$ cat config.mk
export PLATFORM = sky130hd
export DESIGN_NAME = pd_shutdown_seq
export DESIGN_NICKNAME = d
export VERILOG_FILES = /design/src/rtl/pd_seq_pkg.sv /design/src/rtl/pd_key_gate.sv /design/src/rtl/pd_wait_timer.sv /design/src/rtl/pd_seq_fsm.sv /design/src/rtl/pd_shutdown_seq.sv
export SDC_FILE = /design/constraint.sdc
export NUM_CORES = 1
export LEC_CHECK = 0
export BUFFER_PORTS_ARGS = -buffer_cell sky130_fd_sc_hd__buf_2
export CORE_MARGIN = 10
export CORE_UTILIZATION = 44
export CTS_CLUSTER_DIAMETER = 200
export DETAILED_ROUTE_END_ITERATION = 12
export PLACE_DENSITY = 0.7
export SYNTH_ARGS = -nofsm -noshare
export SYNTH_HDL_FRONTEND = slang
export SYNTH_SLANG_ARGS = --single-unit
$ cat constraint.sdc
create_clock -name clk -period 4.95 [get_ports clk]
set_input_delay 0.99 -clock clk [delete_from_list [all_inputs] [get_ports clk]]
set_output_delay 0.99 -clock clk [all_outputs]
set_load 0.01 [all_outputs]
$ cat src/rtl/pd_seq_pkg.sv
package pd_seq_pkg;
    localparam int CW_W        = 7;
    localparam int B_RST_N     = 0;
    localparam int B_ISO       = 1;
    localparam int B_PON       = 2;
    localparam int B_PON2      = 3;
    localparam int B_CKDIS     = 4;
    localparam int B_SRAM_CKISO = 5;
    localparam int B_SRAM_ISO_N = 6;
    localparam logic [CW_W-1:0] CW_RESET = 7'h4D;

    typedef enum logic [3:0] {
        ST_IDLE, ST_ISO, ST_CKISO, ST_SRAMISO, ST_L1REQ, ST_WACK,
        ST_RST, ST_CKDIS, ST_PON, ST_PON2, ST_WSTA, ST_FIN
    } seq_st_e;
endpackage

$ cat src/rtl/pd_key_gate.sv
module pd_key_gate #(
    parameter int DATA_W = 32,
    parameter int KEY_W  = 16,
    parameter logic [KEY_W-1:0] KEY = 16'hB16A
) (
    input  logic              clk,
    input  logic              rst_n,
    input  logic              we,
    input  logic [DATA_W-1:0] wdata,
    output logic              en
);
    logic en_d, en_q;
    logic wdata_unused;

    assign wdata_unused = ^wdata;

    always_comb begin
        en_d = en_q;
        if (we && (wdata[DATA_W-1 -: KEY_W] == KEY))
            en_d = wdata[0];
    end

    always_ff @(posedge clk or negedge rst_n) begin
        if (!rst_n) en_q <= 1'b0;
        else        en_q <= en_d;
    end

    assign en = en_q;

    // the enable moves only in response to a write
    p_en_on_write_r2: assert property (@(posedge clk) disable iff (!rst_n)
        !$stable(en_q) |-> $past(we));
endmodule

$ cat src/rtl/pd_wait_timer.sv
module pd_wait_timer #(
    parameter int LIMIT_W = 16
) (
    input  logic               clk,
    input  logic               rst_n,
    input  logic               clr,
    input  logic [LIMIT_W-1:0] limit,
    output logic               expired
);
    logic [LIMIT_W-1:0] cnt_d, cnt_q;

    always_comb begin
        cnt_d = cnt_q;
        if (clr)               cnt_d = '0;
        else if (cnt_q != '1)  cnt_d = cnt_q + 1'b1;
    end

    always_ff @(posedge clk or negedge rst_n) begin
        if (!rst_n) cnt_q <= '0;
        else        cnt_q <= cnt_d;
    end

    assign expired = (cnt_q >= limit);

    // the count restarts from zero whenever it is cleared
    p_clr_zero_r10: assert property (@(posedge clk) disable iff (!rst_n)
        clr |=> (cnt_q == '0));
endmodule

$ cat src/rtl/pd_seq_fsm.sv
module pd_seq_fsm
    import pd_seq_pkg::*;
#(
    parameter int N_DOM = 3,
    localparam int DW   = $clog2(N_DOM + 1)
) (
    input  logic                       clk,
    input  logic                       rst_n,
    input  logic                       start,
    input  logic                       ctrl_en,
    input  logic [N_DOM-1:0]           l1_ack,
    input  logic [N_DOM-1:0]           sta_clr,
    input  logic                       expired,
    output logic                       tmr_clr,
    output logic [N_DOM-1:0][CW_W-1:0] ctrl,
    output logic [N_DOM-1:0]           l1_req,
    output logic                       busy,
    output logic                       done,
    output logic                       err,
    output logic [DW-1:0]              err_dom
);
    typedef struct packed {
        seq_st_e                    st;
        logic [DW-1:0]              dom;
        logic [N_DOM-1:0][CW_W-1:0] ctrl;
        logic [N_DOM-1:0]           l1;
        logic                       err;
        logic [DW-1:0]              err_dom;
    } seq_reg_t;

    seq_reg_t r_d, r_q;

    always_comb begin
        r_d     = r_q;
        tmr_clr = 1'b1;
        unique case (r_q.st)
            ST_IDLE: if (start && ctrl_en) begin
                r_d.st  = ST_ISO;
                r_d.dom = '0;
            end
            ST_ISO: begin
                r_d.ctrl[r_q.dom][B_ISO] = 1'b1;
                r_d.st = ST_CKISO;
            end
            ST_CKISO: begin
                r_d.ctrl[r_q.dom][B_SRAM_CKISO] = 1'b1;
                r_d.st = ST_SRAMISO;
            end
            ST_SRAMISO: begin
                r_d.ctrl[r_q.dom][B_SRAM_ISO_N] = 1'b0;
                r_d.st = ST_L1REQ;
            end
            ST_L1REQ: begin
                r_d.l1[r_q.dom] = 1'b1;
                r_d.st = ST_WACK;
            end
            ST_WACK: begin
                tmr_clr = 1'b0;
                if (l1_ack[r_q.dom]) begin
                    r_d.st = ST_RST;
                end else if (expired) begin
                    r_d.err     = 1'b1;
                    r_d.err_dom = r_q.dom + DW'(1);
                    r_d.st      = ST_IDLE;
                end
            end
            ST_RST: begin
                r_d.ctrl[r_q.dom][B_RST_N] = 1'b0;
                r_d.st = ST_CKDIS;
            end
            ST_CKDIS: begin
                r_d.ctrl[r_q.dom][B_CKDIS] = 1'b1;
                r_d.st = ST_PON;
            end
            ST_PON: begin
                r_d.ctrl[r_q.dom][B_PON] = 1'b0;
                r_d.st = ST_PON2;
            end
            ST_PON2: begin
                r_d.ctrl[r_q.dom][B_PON2] = 1'b0;
                r_d.st = ST_WSTA;
            end
            ST_WSTA: begin
                tmr_clr = 1'b0;
                if (sta_clr[r_q.dom]) begin
                    if (r_q.dom == DW'(N_DOM - 1)) begin
                        r_d.st = ST_FIN;
                    end else begin
                        r_d.dom = r_q.dom + DW'(1);
                        r_d.st  = ST_ISO;
                    end
                end else if (expired) begin
                    r_d.err     = 1'b1;
                    r_d.err_dom = r_q.dom + DW'(1);
                    r_d.st      = ST_IDLE;
                end
            end
            ST_FIN:  r_d.st = ST_IDLE;
            default: r_d.st = ST_IDLE;
        endcase
    end

    always_ff @(posedge clk or negedge rst_n) begin
        if (!rst_n) begin
            r_q.st      <= ST_IDLE;
            r_q.dom     <= '0;
            r_q.ctrl    <= {N_DOM{CW_RESET}};
            r_q.l1      <= '0;
            r_q.err     <= 1'b0;
            r_q.err_dom <= '0;
        end else begin
            r_q <= r_d;
        end
    end

    assign ctrl    = r_q.ctrl;
    assign l1_req  = r_q.l1;
    assign busy    = (r_q.st != ST_IDLE) && (r_q.st != ST_FIN);
    assign done    = (r_q.st == ST_FIN);
    assign err     = r_q.err;
    assign err_dom = r_q.err_dom;

    // a single control bit moves per cycle
    p_one_step_r11: assert property (@(posedge clk) disable iff (!rst_n)
        $countones({r_q.ctrl, r_q.l1} ^ $past({r_q.ctrl, r_q.l1})) <= 1);

    // no sequence leaves idle while control access is locked
    p_locked_idle_r2: assert property (@(posedge clk) disable iff (!rst_n)
        (r_q.st == ST_IDLE) && !ctrl_en |=> (r_q.st == ST_IDLE));

    // the timeout flag is sticky
    p_err_sticky_r10: assert property (@(posedge clk) disable iff (!rst_n)
        r_q.err |=> r_q.err);

    // completion follows a cleared last-domain status
    p_done_after_sta_r8: assert property (@(posedge clk) disable iff (!rst_n)
        done |-> $past(sta_clr[N_DOM-1]));

    for (genvar i = 0; i < N_DOM; i++) begin : g_dom_chk
        // memory power-down is requested only once isolated
        p_l1_isolated_r3: assert property (@(posedge clk) disable iff (!rst_n)
            $rose(r_q.l1[i]) |-> (r_q.ctrl[i][B_ISO] && r_q.ctrl[i][B_SRAM_CKISO]
                                  && !r_q.ctrl[i][B_SRAM_ISO_N]));
        // reset is pulled only after an acknowledge
        p_rst_after_ack_r4: assert property (@(posedge clk) disable iff (!rst_n)
            $fell(r_q.ctrl[i][B_RST_N]) |-> (r_q.l1[i] && $past(l1_ack[i], 2)));
        // the secondary switch opens last
        p_pon2_last_r5: assert property (@(posedge clk) disable iff (!rst_n)
            $fell(r_q.ctrl[i][B_PON2]) |-> (!r_q.ctrl[i][B_PON] && r_q.ctrl[i][B_CKDIS]
                                            && !r_q.ctrl[i][B_RST_N]));
    end
endmodule

$ cat src/rtl/pd_shutdown_seq.sv
module pd_shutdown_seq
    import pd_seq_pkg::*;
#(
    parameter int N_DOM    = 3,
    parameter int DATA_W   = 32,
    parameter int KEY_W    = 16,
    parameter logic [KEY_W-1:0] KEY = 16'hB16A,
    parameter int LIMIT_W  = 16,
    parameter int STA_W    = 16,
    parameter int STA_BASE = 10,
    localparam int DW      = $clog2(N_DOM + 1)
) (
    input  logic                  clk,
    input  logic                  rst_n,
    input  logic                  reg_we,
    input  logic [DATA_W-1:0]     reg_wdata,
    input  logic                  start,
    input  logic [LIMIT_W-1:0]    wait_limit,
    input  logic [N_DOM-1:0]      l1_ack,
    input  logic [STA_W-1:0]      pwr_sta,
    input  logic [STA_W-1:0]      pwr_sta_2nd,
    output logic [N_DOM*CW_W-1:0] ctrl_word,
    output logic [N_DOM-1:0]      l1_pdn_req,
    output logic                  ctrl_en,
    output logic                  busy,
    output logic                  done,
    output logic                  to_err,
    output logic [DW-1:0]         to_dom
);
    logic [N_DOM-1:0]           sta_clr;
    logic [N_DOM-1:0][CW_W-1:0] ctrl;
    logic                       tmr_clr, expired;
    logic                       sta_unused;

    assign sta_unused = ^{pwr_sta, pwr_sta_2nd};

    for (genvar i = 0; i < N_DOM; i++) begin : g_sta
        assign sta_clr[i] = !pwr_sta[STA_BASE+i] && !pwr_sta_2nd[STA_BASE+i];
    end

    pd_key_gate #(.DATA_W(DATA_W), .KEY_W(KEY_W), .KEY(KEY)) u_key (
        .clk(clk), .rst_n(rst_n), .we(reg_we), .wdata(reg_wdata), .en(ctrl_en)
    );

    pd_wait_timer #(.LIMIT_W(LIMIT_W)) u_tmr (
        .clk(clk), .rst_n(rst_n), .clr(tmr_clr), .limit(wait_limit), .expired(expired)
    );

    pd_seq_fsm #(.N_DOM(N_DOM)) u_fsm (
        .clk(clk), .rst_n(rst_n), .start(start), .ctrl_en(ctrl_en),
        .l1_ack(l1_ack), .sta_clr(sta_clr), .expired(expired), .tmr_clr(tmr_clr),
        .ctrl(ctrl), .l1_req(l1_pdn_req), .busy(busy), .done(done),
        .err(to_err), .err_dom(to_dom)
    );

    assign ctrl_word = ctrl;
endmodule

== Word level (Yosys, flattened, before mapping) ==
Cells that the tools add are included.
Operators by class
  $add $sub $neg: 2
  magnitude comparators: 3
  equal/unequal tests: 21
  multiplexer cells: 36
  bitwise gates (word level): 12
  reduce and logical (&&, ||, !) cells: 21
Operator list (number)
  one-hot mux 21 bit (7 select lines): 1
  demux 7 bit (select 2 bit): 7
  AND 21 bit: 4
  inverter 21 bit: 4
  OR 21 bit: 3
  one-hot mux 4 bit (11 select lines): 1
  two-way mux 16 bit: 2
  two-way mux 4 bit: 5
  adder 16 x 1 -> 16 bit, second input constant: 1
  == test 16 bit, second input constant: 1
  == test 4 x 3 -> 1 bit, second input constant: 4
  == test 4 bit, second input constant: 4
  greater-or-equal comparator 16 bit: 1
  != test 16 bit, second input constant: 1
  two-way mux 3 bit: 4
  two-way mux 6 bit: 2
  == test 4 x 2 -> 1 bit, second input constant: 2
  logical AND 1 bit: 7
  two-way mux 7 bit: 1
  nonzero test 7 bit: 1
  logical NOT 1 bit: 6
  two-way mux 2 bit: 3
  != test 2 x 1 -> 1 bit, second input constant: 3
  != test 2 bit, second input constant: 3
  19 further kinds: 24
Storage, ports and cells
  register bits: 50
  input bits: 87
  output and inout port bits: 30
  logic and storage cells: 105

== Longest topological paths before layout ==
  depth after elaboration: 7
  mapped depth: 7
  gate-level depth less buffers: 7

== Cells and area by module ==
A second synthesis with hierarchy kept.
Unflattened totals
  cell total of the unflattened synthesis: 304
  area total of the unflattened synthesis: 3034.2 µm²
By module, submodules not included
  pd_seq_fsm: times used 1, cells each 146, area each 1664.1 µm², sequential area each 840.8 µm²
  pd_wait_timer: times used 1, cells each 146, area each 1262.5 µm², sequential area each 400.4 µm²
  pd_key_gate: times used 1, cells each 9, area each 96.3 µm², sequential area each 25.0 µm²
  pd_shutdown_seq: times used 1, cells each 3, area each 11.3 µm², sequential area each 0.0 µm²

== Worst setup path after synthesis ==
Ideal clock, no wire load.
  path type: input port to flip-flop
  from: input port wait_limit[15]
  to: register, netlist name u_fsm.err_dom[0]
  setup time: 0.128 ns
  arrival time: 2.479 ns
  required time: 4.822 ns
  setup slack: 2.343 ns
  stages: 7
  buffers on the path: 0
  cell sequence: inv_1 > ha_1 > nand4_1 > nor4_1 > a32oi_2 > a22oi_2 > mux2_1
On the way
  longest elaborated chain between the ends: 4
  elaborated cells between the ends (all ways): 5
  those cells by class: 1 x order compare; 4 x mux
RTL lines
  start, declared: line pd_shutdown_seq.sv:18  | input logic [LIMIT_W-1:0] wait_limit,
  greater-or-equal comparator 16 bit *: line pd_wait_timer.sv:23  | assign expired = (cnt_q >= limit);
  two-way mux 3 bit *
  two-way mux 3 bit (on tied branches)
  one-hot mux 3 bit (2 select lines) *
Mark *: on every way between the ends. The rest lies on a longest branch, timed or not. The select of a mux whose other input is x is not followed.
A chain may end at the register's enable or synchronous reset.

== Worst setup path after layout ==
  from: input port wait_limit[15]
  to: register, netlist name u_fsm.err_dom[1]
On the way
  longest elaborated chain between the ends: 4
  elaborated cells between the ends (all ways): 5
  those cells by class: 1 x order compare; 4 x mux
RTL lines (line)
  greater-or-equal comparator 16 bit *: pd_wait_timer.sv:23
  two-way mux 3 bit *
  two-way mux 3 bit (on tied branches)
  one-hot mux 3 bit (2 select lines) *
Marked as above.

==> summary.txt <==
Outcome
  • Status: complete, no violations

Power
  • Worst vdd ir: between 100 and 150 µV
  • Pwr/cell area: 298 nW/µm²
  • Leak pwr: approximately 1.7 nW
  • Total power: ~1.0 mW

Die
  • Die span in x: roughly 100 µm
  • Core ar.: 6720 µm²
  • Die area: ~11000 µm²
  • Die Y: about 100 µm
  • Initial Utilization: around 45%
  • # IOs: about 120
  • Row cnt: 30

Finish
  • Commonest non-fill, non-tap cell in the layout: buf_2
  • Number of fill cells in the layout: 648
  • Cell area after layout: around 3400 µm²
  • ANT cells: 0
  • Commonest cells after routing, fill and taps aside: buf_2, dfrtp_1, nor2_1
  • Nets: around 460
  • Ratio of cells with drive above 1 in the final layout: 31.6%
  • Area Overhead vs Synth: 12.0%

Critical path
  • Critical path's slowest cell: nor4_1
  • CP Launch Type: input port
  • Crit path max-delay family: simple AND/OR/NAND/NOR gates
  • Max incr delay on CP: 410 ps
  • CP cell instances: buf_2 > inv_1 > ha_1 > nand4_1 > nor4_1 > a32oi_2 > a22oi_2 > mux2_1
  • Worst r2r dst: u_fsm.err_dom[1]
  • Reg2Reg Depth: 6
  • Critical Path AT: ~2800 ps
  • Crit. End Element: flop
  • Required @ worst endpoint: about 5100 ps
  • Crit path max fanout: 3
  • Crit path buf inv count: 2
  • RR Startpoint: u_tmr.cnt_q[13]
  • R2r setup slk: 2610 ps
  • WS Path Type: in2reg

Synthesis
  • Post-synth EDFFs: 0
  • Netlist cell types: between 50 and 60
  • Synth Flop Type: dfrtp_1
  • Avg Inst Size Synth: slightly below 10 µm²
  • #FFs+latches synth: 50
  • Mapped Nets: about 420
  • Register area share after synthesis: a little over two fifths
  • Ys Warns: 0
  • Post-Syn Area: ~3000 µm²
  • Ys async rst share: 100%
  • Post-Syn Instances: a little over 300

Place
  • Gp weighted congestion: between 0.8 and 0.9
  • DP HPWL: 5.26 mm
  • Port-buffer cells: 75
  • DP Area: about 3300 µm²

Hold path
  • Worst hold path type: reg2reg
  • Hold Path End: u_fsm.l1_req[2]
  • Hold_sp: u_fsm.l1_req[2]
  • Worst hold stages: 1

CTS
  • Clk_lat worst skew: around 300 ps
  • Max H-tree Level: 2
  • Maximum clock path buffer count: 2
  • Post-CTS Setup Bufs: 0
  • Number of CTS-inserted buffers: 5
  • CTS root buf: clkbuf_8
  • Post-cts resize count: 0
  • Hold buffers post-CTS: 0
  • Worst-path clk slew: roughly 90 ps
  • Clk sinks: 50
  • CTS tree: built

STA
  • Worst Skew: 10.5 ps
  • Max-slew violations: 0
  • Hold WS: 456 ps
  • RSZ-0062 raised after global routing: false
  • Slew headroom: between 20 and 30%
  • Tmin final: between 2000 and 3000 ps
  • Period utilisation layout: between 50% and 60%
  • Hold Violations, Final: 0
  • Slew @ Worst Pin: 1060 ps
  • Setup TNS: 0 ps
  • Final setup fails: 0
  • Achievable clock frequency: between 0.3 and 0.4 GHz

Drt
  • Wire length per cell: roughly 15 µm
  • Drc violations: 0
  • DRT Pass-1 Iters: 4
  • Vias per cell: 5.38
  • Initial DRC Count: 82
  • Vias: 2356
  • Detailed Route WL: between 6 and 7 mm
  • Antenna Nets Post-Route: 0

GRT
  • Antenna violations before repair: 0
  • Gr usage total: between 10% and 20%
  • First-pass GRT wire length: between 10 and 15 mm
  • Total gr overflow: 0
  • Largest net degree at the start of global routing: between 50 and 60
  • Vias in the first global route: ~2300

Flow run
  • Max-cap violations: 0
==> routing by layer <==
layer	part of all wire [%]	vias to the layer above	track usage (%)
met1	44	1122	15.6
met4	1.3	0	3.90
met5	0	-	0
met3	9.1	8	3.69
li1	-	1159	-
met2	46	67	20.2
==> kinds of logic (layout without fill, tap and decap cells) <==
kind of cell    count (synthesis)  after routing  share of synthesized area [%]
mux                             7              7                           2.54
flops                          50             50                           42.1
compound gates                 64             64                           15.1
xor+xnor                       11             11                           3.21
simple gates                  102            102                           18.5
fa+ha+maj                      20             20                           8.33
buf+inv                        54            104                           10.2
==> report_power, final <==
group          switching (mW)  internal, mW
clock                   0.141         0.131
sequential             0.0468         0.439
combinational           0.152        0.0936
==> final cells by class <==
cell class | instances | area (µm²) | share of cell area, %
timing repair buffer | 76 | 383 | 11.4
multi-input combinational | 204 | 1430 | 42.6
clock inverter | 2 | 13.8 | 0.409
tap | 80 | 100 | 2.98
inverter | 20 | 75.1 | 2.23
sequential | 50 | 1270 | 37.6
clock buffer | 6 | 93.8 | 2.79
==> Yosys cell counts, drive strengths merged (3+ instances only) <==
| master | instances | area share, % |
|---|---|---|
| nand4 | 7 | 1.7 |
| buf | 31 | 7.3 |
| clkbuf | 3 | 0.37 |
| nor3b | 3 | 0.75 |
| a21oi | 15 | 2.5 |
| and3 | 6 | 1.2 |
| nand2b | 4 | 0.83 |
| nand3 | 4 | 0.67 |
| a21boi | 9 | 2.2 |
| or2 | 3 | 0.62 |
| inv | 20 | 2.5 |
| dfstp | 12 | 10 |
| o31ai | 3 | 0.92 |
| mux2 | 5 | 1.9 |
| nor4bb | 3 | 1.0 |
| xnor2 | 5 | 1.5 |
| nor2 | 29 | 3.6 |
| a21o | 6 | 1.5 |
| a31o | 3 | 0.87 |
| nor2b | 3 | 0.62 |
| o21a | 3 | 0.75 |
| dfrtp | 38 | 32 |
| ha | 20 | 8.3 |
| nand2 | 20 | 2.5 |
| nor4 | 3 | 0.83 |
| nor3 | 9 | 1.7 |
| o211ai | 3 | 0.75 |
| o21bai | 3 | 0.75 |
| o21ai | 10 | 1.7 |
| xor2 | 6 | 1.7 |
==> stage by stage <==
stage / utilization, % / worst slack (ps) / std cells
3_3_place_gp: 48.5 / 2000 / 430
5_1_grt: 50.1 / 2170 / 438
3_5_place_dp: 48.5 / 1950 / 430
2_1_floorplan: - / 2340 / 308
4_1_cts: 50.1 / 2260 / 438
6_report: 50.1 / 2290 / 438
==> worst max-delay path by stage <==
stage	startpoint	end	slack, ps	depth (start not counted)
after detailed placement	wait_limit[15]	u_fsm.err_dom[1]	1950	8
after global routing	wait_limit[15]	u_fsm.err_dom[1]	2170	8
final	wait_limit[15]	u_fsm.err_dom[1]	2290	8
after CTS	wait_limit[15]	u_fsm.err_dom[1]	2260	8
after floorplan	wait_limit[15]	u_fsm.err_dom[0]	2340	7
after global placement	wait_limit[15]	u_fsm.err_dom[0]	2000	8
==> flip-flops by register name, indices dropped and copies added, names as in the netlist <==
signal	flops
u_fsm.err	1
u_fsm.err_dom	2
u_tmr.cnt_q	16
u_fsm.ctrl	21
u_fsm.r_q	6
u_key.en	1
u_fsm.l1_req	3
Power figures use the tool's default switching activity.
